## src/rtl/tmr_pkg.sv

```systemverilog
package tmr_pkg;

  typedef enum logic [1:0] {
    RATE_FAST = 2'd0,
    RATE_MID  = 2'd1,
    RATE_SLOW = 2'd2,
    RATE_MIN  = 2'd3
  } rate_e;

  typedef struct packed {
    logic  pulse_mode;
    logic  enable;
    rate_e rate;
  } ctrl_t;

  localparam int CTRL_W = 4;

  localparam logic [1:0] ADDR_CTRL  = 2'd0;
  localparam logic [1:0] ADDR_START = 2'd1;
  localparam logic [1:0] ADDR_FLAG  = 2'd2;
  localparam logic [1:0] ADDR_NONE  = 2'd3;

endpackage

```

## src/rtl/tmr_prescaler.sv

```systemverilog
module tmr_prescaler
  import tmr_pkg::*;
#(
  parameter int FAST_SHIFT = 3,
  parameter int MID_SHIFT  = 9,
  parameter int SLOW_SHIFT = 15,
  parameter int MIN_COUNT  = 60
) (
  input  logic  clk,
  input  logic  rst_n,
  input  logic  ref_pulse,
  input  rate_e rate_sel,
  output logic  tick_sel,
  output logic  tick_slow,
  output logic  tick_min
);

  localparam int MW = (MIN_COUNT > 1) ? $clog2(MIN_COUNT) : 1;
  localparam logic [MW-1:0] MIN_LAST = MW'(MIN_COUNT - 1);

  logic [SLOW_SHIFT-1:0] pre_q;
  logic [MW-1:0]         min_q;
  logic [2:0]            tap;

  function automatic int shift_of(input int idx);
    case (idx)
      0:       return FAST_SHIFT;
      1:       return MID_SHIFT;
      default: return SLOW_SHIFT;
    endcase
  endfunction

  // True when the low n bits of v are all ones (divider about to wrap them).
  function automatic logic low_bits_full(input logic [SLOW_SHIFT-1:0] v, input int n);
    logic r;
    r = 1'b1;
    for (int i = 0; i < SLOW_SHIFT; i++) begin
      if (i < n) r = r & v[i];
    end
    return r;
  endfunction

  always_ff @(posedge clk or negedge rst_n) begin
    if (!rst_n)         pre_q <= '0;
    else if (ref_pulse) pre_q <= pre_q + 1'b1;
  end

  for (genvar g = 0; g < 3; g++) begin : g_tap
    assign tap[g] = ref_pulse & low_bits_full(pre_q, shift_of(g));
  end

  assign tick_slow = tap[2];

  always_ff @(posedge clk or negedge rst_n) begin
    if (!rst_n) min_q <= '0;
    else if (tick_slow) min_q <= (min_q == MIN_LAST) ? '0 : min_q + 1'b1;
  end

  assign tick_min = tick_slow & (min_q == MIN_LAST);

  always_comb begin
    case (rate_sel)
      RATE_FAST: tick_sel = tap[0];
      RATE_MID:  tick_sel = tap[1];
      RATE_SLOW: tick_sel = tap[2];
      default:   tick_sel = tick_min;
    endcase
  end

endmodule

```

## src/rtl/tmr_regs.sv

```systemverilog
module tmr_regs
  import tmr_pkg::*;
#(
  parameter int CNT_W = 8
) (
  input  logic             clk,
  input  logic             rst_n,
  input  logic             wr_en,
  input  logic [1:0]       wr_addr,
  input  logic [CNT_W-1:0] wr_data,
  output ctrl_t            ctrl_q,
  output logic [CNT_W-1:0] start_q,
  output logic             load,
  output logic             flag_clr
);

  logic ctrl_we;

  assign ctrl_we  = wr_en && (wr_addr == ADDR_CTRL);
  assign load     = wr_en && (wr_addr == ADDR_START);
  assign flag_clr = wr_en && (wr_addr == ADDR_FLAG) && wr_data[0];

  always_ff @(posedge clk or negedge rst_n) begin
    if (!rst_n) begin
      ctrl_q  <= '0;
      start_q <= '0;
    end else begin
      if (ctrl_we) ctrl_q  <= ctrl_t'(wr_data[CTRL_W-1:0]);
      if (load)    start_q <= wr_data;
    end
  end

endmodule

```

## src/rtl/tmr_downcnt.sv

```systemverilog
module tmr_downcnt #(
  parameter int CNT_W = 8
) (
  input  logic             clk,
  input  logic             rst_n,
  input  logic             step,
  input  logic             load,
  input  logic [CNT_W-1:0] load_val,
  input  logic [CNT_W-1:0] start_q,
  input  logic             flag_clr,
  output logic [CNT_W-1:0] cnt_q,
  output logic             flag_q,
  output logic             expire
);

  function automatic logic at_end(input logic [CNT_W-1:0] v);
    return v <= CNT_W'(1);
  endfunction

  assign expire = step && at_end(cnt_q);

  always_ff @(posedge clk or negedge rst_n) begin
    if (!rst_n)      cnt_q <= '0;
    else if (load)   cnt_q <= load_val;
    else if (expire) cnt_q <= start_q;
    else if (step)   cnt_q <= cnt_q - 1'b1;
  end

  always_ff @(posedge clk or negedge rst_n) begin
    if (!rst_n)        flag_q <= 1'b0;
    else if (expire)   flag_q <= 1'b1;
    else if (flag_clr) flag_q <= 1'b0;
  end

endmodule

```

## src/rtl/tmr_irq.sv

```systemverilog
module tmr_irq (
  input  logic clk,
  input  logic rst_n,
  input  logic expire,
  input  logic flag_q,
  input  logic pulse_mode,
  output logic irq_n
);

  logic pulse_q;

  always_ff @(posedge clk or negedge rst_n) begin
    if (!rst_n) pulse_q <= 1'b0;
    else        pulse_q <= expire;
  end

  assign irq_n = pulse_mode ? ~pulse_q : ~flag_q;

endmodule

```

## src/rtl/tmr_countdown.sv

```systemverilog
module tmr_countdown
  import tmr_pkg::*;
#(
  parameter int CNT_W      = 8,
  parameter int FAST_SHIFT = 3,
  parameter int MID_SHIFT  = 9,
  parameter int SLOW_SHIFT = 15,
  parameter int MIN_COUNT  = 60
) (
  input  logic             clk,
  input  logic             rst_n,
  input  logic             ref_pulse,
  input  logic             wr_en,
  input  logic [1:0]       wr_addr,
  input  logic [CNT_W-1:0] wr_data,
  input  logic [1:0]       rd_addr,
  output logic [CNT_W-1:0] rd_data,
  output logic             irq_n
);

  ctrl_t            ctrl_q;
  logic [CNT_W-1:0] start_q;
  logic [CNT_W-1:0] cnt_q;
  logic             load;
  logic             flag_clr;
  logic             flag_q;
  logic             tick_sel;
  logic             tick_slow;
  logic             tick_min;
  logic             step;
  logic             expire;
  logic             enable;
  logic             pulse_mode;

  assign enable     = ctrl_q.enable;
  assign pulse_mode = ctrl_q.pulse_mode;
  assign step       = tick_sel && enable;

  tmr_regs #(.CNT_W(CNT_W)) u_regs (
    .clk      (clk),
    .rst_n    (rst_n),
    .wr_en    (wr_en),
    .wr_addr  (wr_addr),
    .wr_data  (wr_data),
    .ctrl_q   (ctrl_q),
    .start_q  (start_q),
    .load     (load),
    .flag_clr (flag_clr)
  );

  tmr_prescaler #(
    .FAST_SHIFT (FAST_SHIFT),
    .MID_SHIFT  (MID_SHIFT),
    .SLOW_SHIFT (SLOW_SHIFT),
    .MIN_COUNT  (MIN_COUNT)
  ) u_pre (
    .clk       (clk),
    .rst_n     (rst_n),
    .ref_pulse (ref_pulse),
    .rate_sel  (ctrl_q.rate),
    .tick_sel  (tick_sel),
    .tick_slow (tick_slow),
    .tick_min  (tick_min)
  );

  tmr_downcnt #(.CNT_W(CNT_W)) u_cnt (
    .clk      (clk),
    .rst_n    (rst_n),
    .step     (step),
    .load     (load),
    .load_val (wr_data),
    .start_q  (start_q),
    .flag_clr (flag_clr),
    .cnt_q    (cnt_q),
    .flag_q   (flag_q),
    .expire   (expire)
  );

  tmr_irq u_irq (
    .clk        (clk),
    .rst_n      (rst_n),
    .expire     (expire),
    .flag_q     (flag_q),
    .pulse_mode (pulse_mode),
    .irq_n      (irq_n)
  );

  function automatic logic [CNT_W-1:0] read_word(input logic [1:0] a, input ctrl_t c,
                                                  input logic [CNT_W-1:0] n, input logic f);
    case (a)
      ADDR_CTRL:  return CNT_W'(c);
      ADDR_START: return n;
      ADDR_FLAG:  return CNT_W'(f);
      default:    return '0;
    endcase
  endfunction

  assign rd_data = read_word(rd_addr, ctrl_q, cnt_q, flag_q);

endmodule

```

## config.mk

```make
export PLATFORM = sky130hd
export DESIGN_NAME = tmr_countdown
export DESIGN_NICKNAME = d
export VERILOG_FILES = /design/src/rtl/tmr_pkg.sv /design/src/rtl/tmr_prescaler.sv /design/src/rtl/tmr_regs.sv /design/src/rtl/tmr_downcnt.sv /design/src/rtl/tmr_irq.sv /design/src/rtl/tmr_countdown.sv
export SDC_FILE = /design/constraint.sdc
export NUM_CORES = 1
export LEC_CHECK = 0
export ABC_CLOCK_PERIOD_IN_PS = 3800
export BUFFER_PORTS_ARGS = -buffer_cell sky130_fd_sc_hd__buf_2
export CAP_MARGIN = 20
export CORE_ASPECT_RATIO = 2
export CORE_UTILIZATION = 62
export DETAILED_ROUTE_END_ITERATION = 8
export PLACE_DENSITY = 0.84
export RECOVER_POWER = 25
export SYNTH_ARGS = -nofsm -noshare
export SYNTH_HDL_FRONTEND = slang
export SYNTH_SLANG_ARGS = --single-unit
```

## constraint.sdc

```tcl
create_clock -name clk -period 3.8 [get_ports clk]
set_input_delay 0.95 -clock clk [delete_from_list [all_inputs] [get_ports clk]]
set_output_delay 0.95 -clock clk [all_outputs]
set_load 0.02 [all_outputs]
```

* Word level (Yosys, flattened, before mapping)
Cells that the tools add are included.
** Cells by class
- Bitwise gates (word level) :: 20
- Add/subtract/negate cells :: 3
- Reductions and logical operators :: 11
- Equal/unequal tests :: 7
- Mux-type cells :: 9
- $lt $le $gt $ge :: 1
** Operators with widths (count)
- 2-to-1 mux 8 bit :: 3
- case mux 8 bit (3 select lines) :: 1
- bitwise AND 1 bit :: 18
- adder 15 x 1 -> 15 bit (second input constant) :: 1
- <= comparator 8 x 1 -> 1 bit (second input constant) :: 1
- subtractor 8 x 1 -> 8 bit (second input constant) :: 1
- adder 6 x 1 -> 6 bit (second input constant) :: 1
- equality test 2 x 1 -> 1 bit (second input constant) :: 3
- equality test 2 bit (second input constant) :: 3
- equality test 6 bit (second input constant) :: 1
- logical AND 1 bit :: 6
- logical NOT 2 bit :: 3
- 2-to-1 mux 6 bit :: 1
- 2-to-1 mux 1 bit :: 3
- case mux 1 bit (3 select lines) :: 1
- nonzero test 3 bit :: 1
- inverter 1 bit :: 2
- nonzero test 2 bit :: 1
** Word-level totals
- Flip-flop bits (word level) :: 43
- Logic and storage cells :: 60
- Output and inout port bits :: 9
- Input port bits :: 16

* Logic depth before layout (Yosys ltp)
- Depth in word-level cells :: 21
- Gate-level depth with buffers :: 9
- Depth with buffers taken out :: 8

* Cells and area by module
Synthesis repeated with hierarchy kept, for this count alone.
** Second synthesis, totals
- Cells, all modules :: 221
- Area, all modules :: 2342.2 um2
** Modules (own cells, without submodules)
- tmr_prescaler :: instances 1, area each 1033.5 um2, cells each 98, seq. area each 525.5 um2
- tmr_downcnt :: instances 1, area each 679.4 um2, cells each 78, seq. area each 225.2 um2
- tmr_regs :: instances 1, area each 488.0 um2, cells each 28, seq. area each 300.3 um2
- tmr_countdown :: instances 1, area each 106.4 um2, cells each 15, seq. area each 0.0 um2
- tmr_irq :: instances 1, area each 35.0 um2, cells each 2, seq. area each 25.0 um2

* Worst setup path after synthesis
OpenSTA, ideal clock, no wires.
- Path kind :: input port to output port
- Start :: input port rd_addr[0]
- End :: output port rd_data[0]
- Path buffers :: 1
- Data required time :: 2850 ps
- Arrival :: 1770 ps
- Path slack :: 1080 ps
- Stages :: 3
- Path through :: clkbuf_1 > mux2i_1 > o21ai_0
** On the way
- Longest elaborated chain between the ends :: 2
- Elaborated cells on any way between the ends :: 4
- Classes of those cells :: 2 x eq/ne; 1 x mux; 1 x reduce/logical
** RTL lines
- start, declared :: line tmr_countdown.sv:16 : input logic [1:0] rd_addr,
- equality test 2 bit, or another cell as far along :: line tmr_countdown.sv:90 : case (a)
- case mux 8 bit (3 select lines) (*) :: line tmr_countdown.sv:90
- end, declared :: line tmr_countdown.sv:17 : output logic [CNT_W-1:0] rd_data,
Mark *: on every way between the ends. The rest lies on a longest branch, timed or not.

* Final worst setup path
- Start :: input port ref_pulse
- End :: register u_cnt.cnt_q[1]
** On the way
- Longest elaborated chain between the ends :: 7
- Elaborated cells on any way between the ends :: 10
- Classes of those cells :: 3 x mux; 4 x bitwise; 3 x reduce/logical
** RTL lines
- start, declared :: line tmr_countdown.sv:12 : input logic ref_pulse,
- bitwise AND 1 bit :: line tmr_prescaler.sv:49 : assign tap[g] = ref_pulse & low_bits_full(pre_q, shift_of(g));
- bitwise AND 1 bit :: line tmr_prescaler.sv:59 : assign tick_min = tick_slow & (min_q == MIN_LAST);
- case mux 1 bit (3 select lines) (*) :: line tmr_prescaler.sv:62 : case (rate_sel)
- logical AND 1 bit (*) :: line tmr_countdown.sv:37 : assign step = tick_sel && enable;
- logical AND 1 bit :: line tmr_downcnt.sv:20 : assign expire = step && at_end(cnt_q);
- 2-to-1 mux 8 bit :: line tmr_downcnt.sv:25 : else if (expire) cnt_q <= start_q;
- 2-to-1 mux 8 bit :: line tmr_downcnt.sv:24 : else if (load) cnt_q <= load_val;
- end signal, assigned :: line tmr_downcnt.sv:24
- end signal, assigned :: line tmr_downcnt.sv:25
- end signal, assigned :: line tmr_downcnt.sv:26 : else if (step) cnt_q <= cnt_q - 1'b1;
- end, declared :: line tmr_downcnt.sv:11 : output logic [CNT_W-1:0] cnt_q,
Marks and branches as above.
A chain may end at the register's enable or synchronous reset.

==> impl_metrics.py <==
metrics = {
    "sta": {
        "fin_crit_ns": 2.71,
        "tightest_slew_ns": 2.28,
        "post-route-period-util": 0.712,
        "final.setup.worst_slack_ns": 1.09,
        "finalSetupTns_ns": 0,
        "drv_slew": 44,
        "final_hold_viol_count": 0,
        "finClkSkew_ns": 0.0185,
        "max_slew_margin": -0.517,
        "rsz0062_at_grt": "false",
        "setup_viol": 0,
        "fmax_mhz": 370,
    },
    "worst_setup_path": {
        "crit_buf_inv": 1,
        "worstSetupPathType": "input port to register",
        "worstSetupEndpointType": "register",
        "critPathMaxFanout": 8,
        "slowest_stage": "nor4_4",
        "reg2reg_from": "u_cnt.cnt_q[2]$_DFFE_PN0P_",
        "worstPathRequired_ns": 4.01,
        "reg2regPathDepth": 6,
        "endpoint": "u_cnt.cnt_q[1]$_DFFE_PN0P_",
        "critical_path.top_delay_family": "simple AND/OR/NAND/NOR gates",
        "crit_start": "ref_pulse",
        "r2r_slack_ns": 1.47,
        "cp_num_cells": 7,
        "start_kind": "input port",
        "rr_endpoint": "u_cnt.cnt_q[7]$_DFFE_PN0P_",
        "path_cells": "clkbuf_1, nand3_1, nor4_4, o21ai_2, a21oi_4, mux2i_1, o21ai_1",
        "crit_path_max_incr_delay_ns": 0.54,
        "critPathArrivalTime_ns": 2.91,
    },
    "detailed_routing": {
        "routed_wl_um": 4950,
        "routed.top_layer": "met4",
        "wl_met1_um": 1760,
        "route.met2.wl_um": 2850,
        "drt_iter0_markers": 55,
        "wl_per_cell_um": 16.0,
        "wl_met3_um": 161,
        "route.detailed.drc": 0,
        "vias_per_cell": 5.93,
        "ant_nets": 0,
        "vias": 1832,
        "drt_pre_antenna_iters": 4,
    },
    "synth": {
        "yosysSeqAreaShare": 0.470,
        "synthesis.nets": 255,
        "synthCells": 234,
        "syn_avg_cell_area_um2": 9.79,
        "syn_area_um2": 2290,
        "synth_seq_cells": 43,
        "yosys_warnings": 0,
        "synth.distinct_cells": 43,
    },
    "clock_tree": {
        "clockRootBuffer": "clkbuf_8",
        "cts_made_buffers": 5,
        "worstSkewPairLatency_ns": 0.31,
        "h-tree-depth": 2,
        "path_clk_slew_ns": 0.10,
        "hold_buffers": 0,
        "cts_buffer_depth": 2,
        "cts_setup_buffers": 0,
        "cts.repair.resized": 0,
        "clock_sinks": 43,
        "cts_tree": "yes",
    },
    "final_layout": {
        "mostFrequentLayoutCells": "nand2_1, dfrtp_1, buf_2",
        "mostFrequentLayoutCell": "nand2_1",
        "layout.nets": 281,
        "diodes": 0,
        "fillers": 267,
        "layout-drive-gt1-share": 0.176,
        "area_growth_pct": 11.3,
    },
    "global_route": {
        "grt_pass1_wl_um": 8310,
        "grt_antenna_before_repair": 0,
        "globalRoute.totalOverflow": 0,
        "grt_max_degree": 44,
        "grt_pass1_vias": 1938,
        "grt_use_total": 0.291,
    },
    "worst_hold_path": {
        "worstHoldPathType": "register to register",
    },
    "floorplanning": {
        "die_y_um": 87.9,
        "fp.dieArea_um2": 3950,
        "core_um2": 3450,
        "std_cell_rows": 30,
        "boundaryPins": 25,
        "initial_utilization": 0.663,
        "die_x_um": 45.0,
    },
    "power_and_ir_drop": {
        "p_leak_uw": 0.00119,
        "power_per_cell_area_nw_per_um2": 574,
        "irDropWorstVdd_mv": 0.454,
    },
    "outcome": {
        "status": "finished, violations left",
        "violations": "max-capacitance violations, max-slew violations",
    },
    "placement": {
        "hpwl_um": 3560,
        "io_buffers": 24,
        "post-place-ws_ns": 1.07,
        "gp_congestion": 0.909,
    },
    "job": {
        "maxCapViolCount": 1,
    },
}
[worst min-delay path: stages (launching register included)]
cell     delay, ns
dfrtp_1       0.35
nand2_1       0.05
nand2_1       0.05
[power by group]
| group | total [uW] | switching (uW) | leakage (uW) | internal (uW) |
|---|---|---|---|---|
| Clock | 363 | 167 | 0.0000581 | 196 |
| Combinational | 415 | 230 | 0.000581 | 186 |
| Sequential | 685 | 133 | 0.000550 | 552 |
| Total | 1460 | 529 | 0.00119 | 933 |
[per-layer routing]
metal / up-vias / global-route usage
met5: - / 0
met4: 0 / 0.182
met3: 17 / 0.0454
met2: 59 / 0.524
met1: 884 / 0.293
li1: 872 / -
[cell usage after synthesis]
cell	instances	area [um^2]
nor2b_1	1	6.26
nand3_2	1	10.0
nand4_1	4	25.0
a21o_2	2	17.5
nand2_1	46	173
ha_1	5	62.6
nand3_1	12	60.1
a21oi_1	4	20.0
nand4b_1	1	8.76
nand4_4	1	21.3
mux2_2	7	78.8
or4_4	1	11.3
nor2_1	14	52.6
o221ai_1	1	8.76
a22oi_1	1	7.51
a32o_1	1	10.0
xor2_1	6	52.6
o211ai_1	1	7.51
nor3b_1	2	15.0
o2111ai_1	1	8.76
o21ai_0	15	75.1
o21ai_1	4	20.0
and2_1	4	25.0
or2_1	1	6.26
dfrtp_1	43	1080
nor4_1	3	18.8
and3_1	2	12.5
nor3_1	6	30.0
clkbuf_1	3	11.3
nor4_4	2	42.5
inv_1	7	26.3
a21o_1	2	15.0
o22a_1	1	8.76
a21oi_4	1	16.3
nand3b_1	1	7.51
a31oi_1	1	6.26
mux2i_1	9	90.1
buf_6	1	11.3
o21ai_2	1	8.76
o31ai_1	2	15.0
xnor2_1	10	87.6
a211oi_2	1	12.5
buf_2	2	10.0
[kinds of logic after synthesis]
logic type               synth area share
XOR/XNOR                           0.0612
AO/OA/AOI/OAI                       0.113
adder cells (fa/ha/maj)            0.0273
flip-flops                          0.470
buffers and inverters              0.0257
AND/OR/NAND/NOR                     0.230
multiplexers                       0.0738
[sequential cells by signal (all words and copies together) (netlist names)]
register,cells
u_regs.start_q,8
u_pre.min_q,6
u_cnt.cnt_q,8
u_cnt.flag_q,1
u_irq.pulse_q,1
u_pre.pre_q,15
u_regs.ctrl_q,4
[layout make-up]
class	count	area, um^2	share of cell area
multi-input cells	178	1150	0.451
well taps	48	60.1	0.0236
clock buffers	5	68.8	0.0270
repair buffers	25	124	0.0486
clock inverters	3	43.8	0.0172
flip-flops and latches	43	1080	0.422
inverters	7	26.3	0.0103
[per-stage QoR]
step	instance area (um^2)	util	total power [uW]	cells	hold WS, ns
after global placement	2440	0.708	1080	301	0.461
after global routing	2550	0.738	1550	309	0.525
after floorplan	2290	-	982	234	0.442
after CTS	2560	0.741	1470	309	0.490
final	2550	0.738	1460	309	0.484
after detailed placement	2440	0.708	1100	301	0.467
[how the worst min path moves through the flow]
stage | start | to | slack, ns | cells after the start
after floorplan | u_pre.pre_q[14]$_DFFE_PN0P_ | u_pre.pre_q[14]$_DFFE_PN0P_ | 0.44 | 1
after global placement | u_regs.start_q[1]$_DFFE_PN0P_ | u_regs.start_q[1]$_DFFE_PN0P_ | 0.46 | 2
after detailed placement | u_regs.start_q[4]$_DFFE_PN0P_ | u_regs.start_q[4]$_DFFE_PN0P_ | 0.47 | 2
after CTS | u_regs.start_q[4]$_DFFE_PN0P_ | u_regs.start_q[4]$_DFFE_PN0P_ | 0.49 | 2
after global routing | u_regs.start_q[4]$_DFFE_PN0P_ | u_regs.start_q[4]$_DFFE_PN0P_ | 0.52 | 2
final | u_regs.start_q[1]$_DFFE_PN0P_ | u_regs.start_q[1]$_DFFE_PN0P_ | 0.48 | 2
Note: power is estimated with default switching activity, not from simulation.
